--- config.mk ---
export PLATFORM = sky130hd
export DESIGN_NAME = cq_scan_trig
export DESIGN_NICKNAME = d
export VERILOG_FILES = /design/src/rtl/cqt_pkg.sv /design/src/rtl/cqt_trig_cond.sv /design/src/rtl/cqt_scan_seq.sv /design/src/rtl/cq_scan_trig.sv
export SDC_FILE = /design/constraint.sdc
export NUM_CORES = 1
export LEC_CHECK = 0
export ABC_AREA = 1
export BUFFER_PORTS_ARGS = -buffer_cell sky130_fd_sc_hd__buf_2
export CAP_MARGIN = 15
export CORE_ASPECT_RATIO = 0.9
export CORE_MARGIN = 3
export CORE_UTILIZATION = 30
export CTS_CLUSTER_DIAMETER = 30
export CTS_CLUSTER_SIZE = 10
export DETAILED_ROUTE_END_ITERATION = 6
export HOLD_SLACK_MARGIN = 0.05
export PLACE_DENSITY = 0.54
export SYNTH_ARGS = -nofsm -noshare
export SYNTH_HDL_FRONTEND = slang
export SYNTH_SLANG_ARGS = --single-unit
--- constraint.sdc ---
create_clock -name clk -period 1.84 [get_ports clk]
set_clock_uncertainty 0.1 [all_clocks]
set_input_delay 0.552 -clock clk [delete_from_list [all_inputs] [get_ports clk]]
set_output_delay 0.552 -clock clk [all_outputs]
set_load 0.01 [all_outputs]
--- src/rtl/cqt_pkg.sv ---
package cqt_pkg;
  localparam int MODE_W = 3;

  typedef enum logic [1:0] {
    ST_DIS  = 2'b00,
    ST_IDLE = 2'b01,
    ST_WAIT = 2'b10,
    ST_TRIG = 2'b11
  } scan_st_e;

  typedef enum logic [1:0] {
    SRC_OFF  = 2'b00,
    SRC_SW   = 2'b01,
    SRC_EDGE = 2'b10,
    SRC_GATE = 2'b11
  } trig_src_e;

  typedef struct packed {
    logic      cont;
    trig_src_e src;
  } mode_t;

  function automatic mode_t decode_mode(input logic [MODE_W-1:0] m);
    mode_t r;
    r.cont = m[2];
    r.src  = trig_src_e'(m[1:0]);
    return r;
  endfunction
endpackage

--- src/rtl/cqt_trig_cond.sv ---
module cqt_trig_cond #(
  parameter int FILT_LEN    = 4,
  parameter int SYNC_STAGES = 2
) (
  input  logic clk,
  input  logic rst_n,
  input  logic ext_i,
  input  logic byp_i,
  output logic lvl_o,
  output logic rise_o
);
  localparam int CW = $clog2(FILT_LEN + 1);

  logic [SYNC_STAGES-1:0] sync_q;
  logic                   synced;
  logic                   held_q;
  logic [CW-1:0]          cnt_q;
  logic                   lvl_d1_q;

  for (genvar g = 0; g < SYNC_STAGES; g++) begin : g_sync
    always_ff @(posedge clk or negedge rst_n) begin
      if (!rst_n) sync_q[g] <= 1'b0;
      else if (g == 0) sync_q[g] <= ext_i;
      else sync_q[g] <= sync_q[(g == 0) ? 0 : g-1];
    end
  end

  assign synced = sync_q[SYNC_STAGES-1];

  // Accept a new level only after FILT_LEN consecutive clocks of agreement.
  always_ff @(posedge clk or negedge rst_n) begin
    if (!rst_n) begin
      held_q <= 1'b0;
      cnt_q  <= '0;
    end else if (byp_i) begin
      held_q <= synced;
      cnt_q  <= '0;
    end else if (synced != held_q) begin
      if (cnt_q == CW'(FILT_LEN - 1)) begin
        held_q <= synced;
        cnt_q  <= '0;
      end else begin
        cnt_q <= cnt_q + 1'b1;
      end
    end else begin
      cnt_q <= '0;
    end
  end

  assign lvl_o = byp_i ? synced : held_q;

  always_ff @(posedge clk or negedge rst_n) begin
    if (!rst_n) lvl_d1_q <= 1'b0;
    else        lvl_d1_q <= lvl_o;
  end

  assign rise_o = lvl_o & ~lvl_d1_q;
endmodule

--- src/rtl/cqt_scan_seq.sv ---
module cqt_scan_seq
  import cqt_pkg::*;
(
  input  logic             clk,
  input  logic             rst_n,
  input  mode_t            mode,
  input  logic             sw_trig,
  input  logic             rearm,
  input  logic             lvl,
  input  logic             rise,
  input  logic             xfer,
  input  logic             eoq,
  output logic             ready,
  output scan_st_e         status
);
  scan_st_e st_q, st_d;
  logic     en, fire;

  assign en = (mode.src != SRC_OFF);

  always_comb begin
    case (mode.src)
      SRC_SW:   fire = sw_trig;
      SRC_EDGE: fire = rise;
      SRC_GATE: fire = lvl;
      default:  fire = 1'b0;
    endcase
  end

  always_comb begin
    st_d = st_q;
    if (!en) begin
      st_d = ST_DIS;
    end else begin
      case (st_q)
        ST_DIS:  st_d = ST_WAIT;
        ST_IDLE: if (rearm) st_d = ST_WAIT;
        ST_WAIT: if (fire) st_d = ST_TRIG;
        ST_TRIG: begin
          if (xfer && eoq)                        st_d = mode.cont ? ST_WAIT : ST_IDLE;
          else if (mode.src == SRC_GATE && !lvl)  st_d = ST_WAIT;
        end
        default: st_d = ST_DIS;
      endcase
    end
  end

  always_ff @(posedge clk or negedge rst_n) begin
    if (!rst_n) st_q <= ST_DIS;
    else        st_q <= st_d;
  end

  assign ready  = en && (st_q == ST_TRIG) && ((mode.src != SRC_GATE) || lvl);
  assign status = en ? st_q : ST_DIS;
endmodule

--- src/rtl/cq_scan_trig.sv ---
module cq_scan_trig
  import cqt_pkg::*;
#(
  parameter int FILT_LEN    = 4,
  parameter int SYNC_STAGES = 2
) (
  input  logic              clk,
  input  logic              rst_n,
  input  logic [MODE_W-1:0] mode_i,
  input  logic              sw_trig_i,
  input  logic              rearm_i,
  input  logic              ext_trig_i,
  input  logic              filt_byp_i,
  input  logic              cmd_valid_i,
  input  logic              cmd_eoq_i,
  output logic              cmd_ready_o,
  output logic [1:0]        status_o
);
  mode_t    mode;
  logic     trig_lvl, trig_rise, xfer;
  scan_st_e st;

  assign mode = decode_mode(mode_i);
  assign xfer = cmd_valid_i & cmd_ready_o;

  cqt_trig_cond #(.FILT_LEN(FILT_LEN), .SYNC_STAGES(SYNC_STAGES)) u_cond (
    .clk    (clk),
    .rst_n  (rst_n),
    .ext_i  (ext_trig_i),
    .byp_i  (filt_byp_i),
    .lvl_o  (trig_lvl),
    .rise_o (trig_rise)
  );

  cqt_scan_seq u_seq (
    .clk     (clk),
    .rst_n   (rst_n),
    .mode    (mode),
    .sw_trig (sw_trig_i),
    .rearm   (rearm_i),
    .lvl     (trig_lvl),
    .rise    (trig_rise),
    .xfer    (xfer),
    .eoq     (cmd_eoq_i),
    .ready   (cmd_ready_o),
    .status  (st)
  );

  assign status_o = st;
endmodule

==> metrics.txt, run 1 <==
fillers=162; total die area=2210 um2; Required @ worst endpoint=1190 ps; fin. max-slew vios=0; Seq/Total Area, Yosys=roughly 45%; sw power=0.0002178 W; Final Setup Violations=0; fmax=570.4 MHz; ANT nets after route=0; Ports=14; First-pass DRT Iterations=4; total track usage=9.507%; synthesis-to-layout area growth=29.78%; critical path startpoint category=input port; Total Power=0.0006219 W; vias per inst=4.039; HP Start=u_cond.sync_q[0]; cell taking the most area after synthesis=dfrtp_1; sequential power share=roughly 40%; core area=approximately 1500 um2; Crit. End Element=output port; Worst setup startpoint=mode_i[1]; CTS tree=built; drt first-iter violations=9; max incr delay on CP=approximately 140 ps; worst setup path class=input port to output port; clock slew at reported path FFs=60 ps; Final Hold Viols=0; average routed wire per standard cell=8.490 um; power share of the clock group=24.5%; Tcrit/Tclk final=95.28%; post-synthesis cell count=60; setup_tns=0 ps; Nets=93; Ys Warns=0; worst path cell trace=buf_2 -> nor2_4 -> nor2_4 -> nand2_1 -> inv_1 -> buf_2; HPWL Detailed=722 um; VDD IR max=425.6 uV; CP top delay family=buffers and inverters; CP max stage cell=nor2_4; # clock sinks=9; setup slack, reg-to-reg=630 ps; port buffer count=13; Core Rows=13; largest net degree at the start of global routing=10; fraction of layout cells with a size suffix above 1=48.75%; placed cell areas=604.3 um2; first-pass GRT wire length=1.511 mm; Netlist cell types=19; initial antenna violation count=0; reg-to-reg critical path startpoint=u_cond.synced; Comb pwr share=36.0%; DR vias=~410; vias in the first global route=377; number of synthesized register bits=9; Post-Syn Area=around 500 um2; clk_lat worst skew=260 ps; MaxCap Viol Count=0; synth top area cells=dfrtp_1 (45%), nand2_1 (12%), nand2_2 (7.4%); Slew HR=81.86%; LEAKAGE=0.3454 nW; most frequent cells in the layout=nand2_1 (16), buf_2 (13), dfrtp_1 (9); status=complete, no violations; HP Class=flip-flop to flip-flop; Max Buffers Root-to-Sink=2; utilization after layout=43.26%; Power per Cell Area=950.4 nW/um2; commonest non-fill, non-tap cell in the layout=nand2_1; syn nets=72; Synth top area share=approximately 45%; Die Y=44.90 um; Buf/Inv on CP=3; RePlAce Congestion=between 0.7 and 0.8; worst-path fanout max=3; DRT Wirelength=approximately 870 um; Inserted Clock Buffers=3; final instance area=654.4 um2; Root Buffer Master=clkbuf_4; Syn Area/Cell=8.404 um2; DR DRC count=0; antenna fix cells=0; Sw Share=35.02%; Tmin final=1753 ps; slew at the pin closest to its max-slew limit=270.2 ps; Initial Util=33.33%; Die X=49.22 um; CTS H-tree depth=1; total gr overflow=0; critical path data arrival time=1100 ps; Pint=slightly above 0.0004 W
## routing by layer
metal / wire [um] / vias to the layer above / GRT usage (%) / share of wire, %
met5: 0 / - / 0 / 0
met1: 424 / 172 / 11.39 / 49
met4: 8 / 0 / 3.409 / 0.92
met3: 67 / 2 / 6.271 / 7.7
met2: 366 / 12 / 13.64 / 42
li1: - / 226 / - / -
## worst register-to-register path, stage by stage, from the launching register on
cell      delay [ps]
dfrtp_1          410
nand2_2           90
nand3_2           80
buf_4            140
nand3_2           70
nand2_2           60
o21bai_1         140
## synthesized netlist by cell type
| master | n |
|---|---|
| a21oi_1 | 1 |
| a21oi_2 | 1 |
| clkinv_1 | 1 |
| dfrtp_1 | 9 |
| ha_1 | 1 |
| inv_1 | 4 |
| inv_2 | 4 |
| mux2_2 | 1 |
| nand2_1 | 16 |
| nand2_2 | 6 |
| nand3_1 | 1 |
| nand3_2 | 3 |
| nor2_1 | 3 |
| nor2_2 | 4 |
| nor2_4 | 1 |
| nor3_1 | 1 |
| nor4_1 | 1 |
| o21bai_1 | 1 |
| xnor2_1 | 1 |
## sequential cells by signal, indices dropped and copies added (netlist names)
register         flops
u_cond.held_q        1
u_cond.cnt_q         3
u_cond.lvl_d1_q      1
u_seq.st_q           2
u_cond.synced        1
u_cond.sync_q        1
## timing repair
action,in CTS,in global routing
setup endpoints to repair,0,1
endpoints found under the hold margin,9,0
hold buffers,1,0
setup buffers,0,1
gates resized for setup,0,1
## area by class of cell
cell class	count	area, um2	share of cell area, %
inverter	9	33.78	5.163
sequential	9	225.2	34.42
timing repair buffer	16	90.09	13.77
multi-input combinational	42	250.2	38.24
clock buffer	3	22.52	3.442
tap	22	27.53	4.206
clock inverter	1	5.005	0.7648
## cells by family after synthesis
| kind of cell | Yosys count | synth area share, % |
|---|---|---|
| AO/OA/AOI/OAI | 3 | 4.218 |
| XOR/XNOR | 1 | 1.737 |
| adder cells (fa/ha/maj) | 1 | 2.481 |
| buffers and inverters | 9 | 6.697 |
| flip-flops | 9 | 44.67 |
| multiplexers | 1 | 2.233 |
| AND/OR/NAND/NOR | 36 | 37.96 |
## metrics by stage
stage          std cells  worst slack (ps)  hold WS, ps
4_1_cts              101             36.91        258.3
3_3_place_gp          96             61.84        232.7
3_5_place_dp          96             37.61        243.4
2_1_floorplan         60             303.7        156.4
5_1_grt              102           -0.5577        271.0
6_report             102             86.90        255.9
## power groups by stage
stage               clock network, W  logic, W  registers, W
floorplan                          0  0.000155      0.000245
global placement                   0  0.000210      0.000249
detailed placement                 0  0.000210      0.000249
CTS                         0.000163  0.000212      0.000245
global route                0.000176  0.000251      0.000247
finish                      0.000153  0.000224      0.000245
## final timing paths
path | end | cells after the start
min in group asynchronous | u_cond.cnt_q[2] | 2
worst max-delay path | cmd_ready_o | 6
max in group asynchronous | u_seq.st_q[0] | 2
worst min-delay path | u_cond.synced | 0
worst max register to register | u_seq.st_q[1] | 6
worst min register to register | u_cond.synced | 0
(Power assumes the default switching activity.)
==> run 2: changes to the inputs <==
- HOLD_SLACK_MARGIN: 0.05 -> unset
- REMOVE_ABC_BUFFERS: unset -> 1
==> run 2 against run 1 <==
Global-route usage shrank 0.073 points; critical path depth did not move; first-iteration DRC count did not move; count of clock-buffer cells in the layout did not move; non-clock buffer count decreased by 1; maximum frequency unchanged; combinational power hardly changed; critical endpoint unchanged.
==> metrics.txt, run 2 (synthesized netlist as in run 1, its figures left out) <==
status=complete, no violations; Worst setup startpoint=mode_i[1]; setup slack, reg-to-reg=630 ps; antenna fix cells=0; CP endpoint=cmd_ready_o; fin. max-slew vios=0; vias per inst=4.059; worst setup path class=input port to output port; clock slew at reported path FFs=60 ps; port buffer count=13; critical path data arrival time=1100 ps; Tcrit/Tclk final=95.28%; worst-path fanout max=3; total track usage=around a tenth; DRT Wirelength=857 um; Crit. End Element=output port; Top Registers=u_cond.cnt_q: 3 flops, u_seq.st_q: 2 flops; critical path startpoint category=input port; Finished Layout Cells=~100; fmax=570.4 MHz; total die area=2210 um2; Hold-fix buffers, CTS=0; vias in the first global route=379; Root Buffer Master=clkbuf_4; DR vias=between 400 and 500; max reg flops=3; Total Power=approximately 0.00062 W; most frequent cells in the layout=nand2_1 (16), buf_2 (13), dfrtp_1 (9); setup_tns=0 ps; # clock sinks=9; power share of the clock group=24.6%; synthesis-to-layout area growth=27.79%; Slew HR=81.86%; Max Buffers Root-to-Sink=2; post-placement cell count=96; average routed wire per standard cell=8.485 um; Core Rows=13; reg-to-reg critical path startpoint=u_cond.synced; CTS tree=built; sequential standard cell area=225.2 um2; Initial Util=33.33%; Power per Cell Area=962.6 nW/um2; Final Hold Viols=0; CTS H-tree depth=1; clk_lat worst skew=260 ps; Ports=14; Comb pwr share=35.8%; fillers=161; MaxCap Viol Count=0; LEAKAGE=approximately 0.34 nW; Most flops, register=u_cond.cnt_q; First-pass DRT Iterations=4; slew at the pin closest to its max-slew limit=about 270 ps; total gr overflow=0; R2R cell count=6; fraction of layout cells with a size suffix above 1=49.37%; RR Endpoint=u_seq.st_q[1]; Tmin final=1753 ps; first-pass GRT wire length=1.490 mm; Sw Share=35.06%; ANT nets after route=0; RePlAce Congestion=0.7887; Pint=0.0004028 W; Die Y=44.90 um; Die X=49.22 um; commonest non-fill, non-tap cell in the layout=nand2_1; core area=1513 um2; VDD IR max=425.3 uV; Final Setup Violations=0; largest net degree at the start of global routing=10; Inserted Clock Buffers=3; drt first-iter violations=9; sw power=around 0.00022 W; DR DRC count=0; Required @ worst endpoint=1190 ps; initial antenna violation count=0; Multi-input gate area=250.2 um2; HP Class=input port to async pin; HPWL Detailed=722 um; sequential power share=roughly 40%; Nets=just over 90
## run 2: changes by cell type in the layout (fill, tap and decap cells not counted)
cell and change:
dlygate4sd3_1 -1
## run 2: worst min-delay path by stage
stage	start	endpoint	slack, ps
CTS	rst_n	u_cond.cnt_q[2]	20
floorplan	rst_n	u_cond.cnt_q[0]	160
global route	rst_n	u_cond.lvl_d1_q	20
global placement	u_cond.sync_q[0]	u_cond.synced	230
detailed placement	u_cond.sync_q[0]	u_cond.synced	240
finish	rst_n	u_cond.cnt_q[2]	30
## run 2: critical path, stage by stage
cell	delay [ps]
buf_2	130
nor2_4	140
nor2_4	60
nand2_1	60
inv_1	30
buf_2	120
## run 2: timing repair
item                       in CTS  in global routing
setup endpoints to repair       0                  1
resized for setup               0                  1
setup buffers                   0                  1
## run 2: metrics by stage
step	worst slack (ps)	area, um2	util [%]	hold slack (ps)
3_3_place_gp	61.84	604.3	39.95	232.7
5_1_grt	-0.5577	644.4	42.60	22.43
4_1_cts	36.91	631.9	41.77	21.33
6_report	86.90	644.4	42.60	25.03
3_5_place_dp	37.61	604.3	39.95	243.4
2_1_floorplan	303.7	504.2	-	156.4
## run 2: power groups by stage
stage	logic [W]	registers (W)	clock network (W)
6_report	0.000222	0.000245	0.000153
5_1_grt	0.000249	0.000247	0.000176
4_1_cts	0.000210	0.000245	0.000163
3_5_place_dp	0.000210	0.000249	0
3_3_place_gp	0.000210	0.000249	0
2_1_floorplan	0.000155	0.000245	0
## run 2: area by class of cell
type	instances	share of cell area (%)
clock buffers	3	3.495
flip-flops and latches	9	34.95
well taps	22	4.272
multi-input cells	42	38.83
clock inverters	1	0.7767
repair buffers	15	12.43
inverters	9	5.243
## run 2: metal layers
metal | vias up | GRT usage, % | wire length (um)
li1 | 224 | - | -
met5 | - | 0 | 0
met2 | 12 | 14.17 | 364
met4 | 0 | 3.409 | 8
met1 | 172 | 10.77 | 416
met3 | 2 | 6.271 | 67
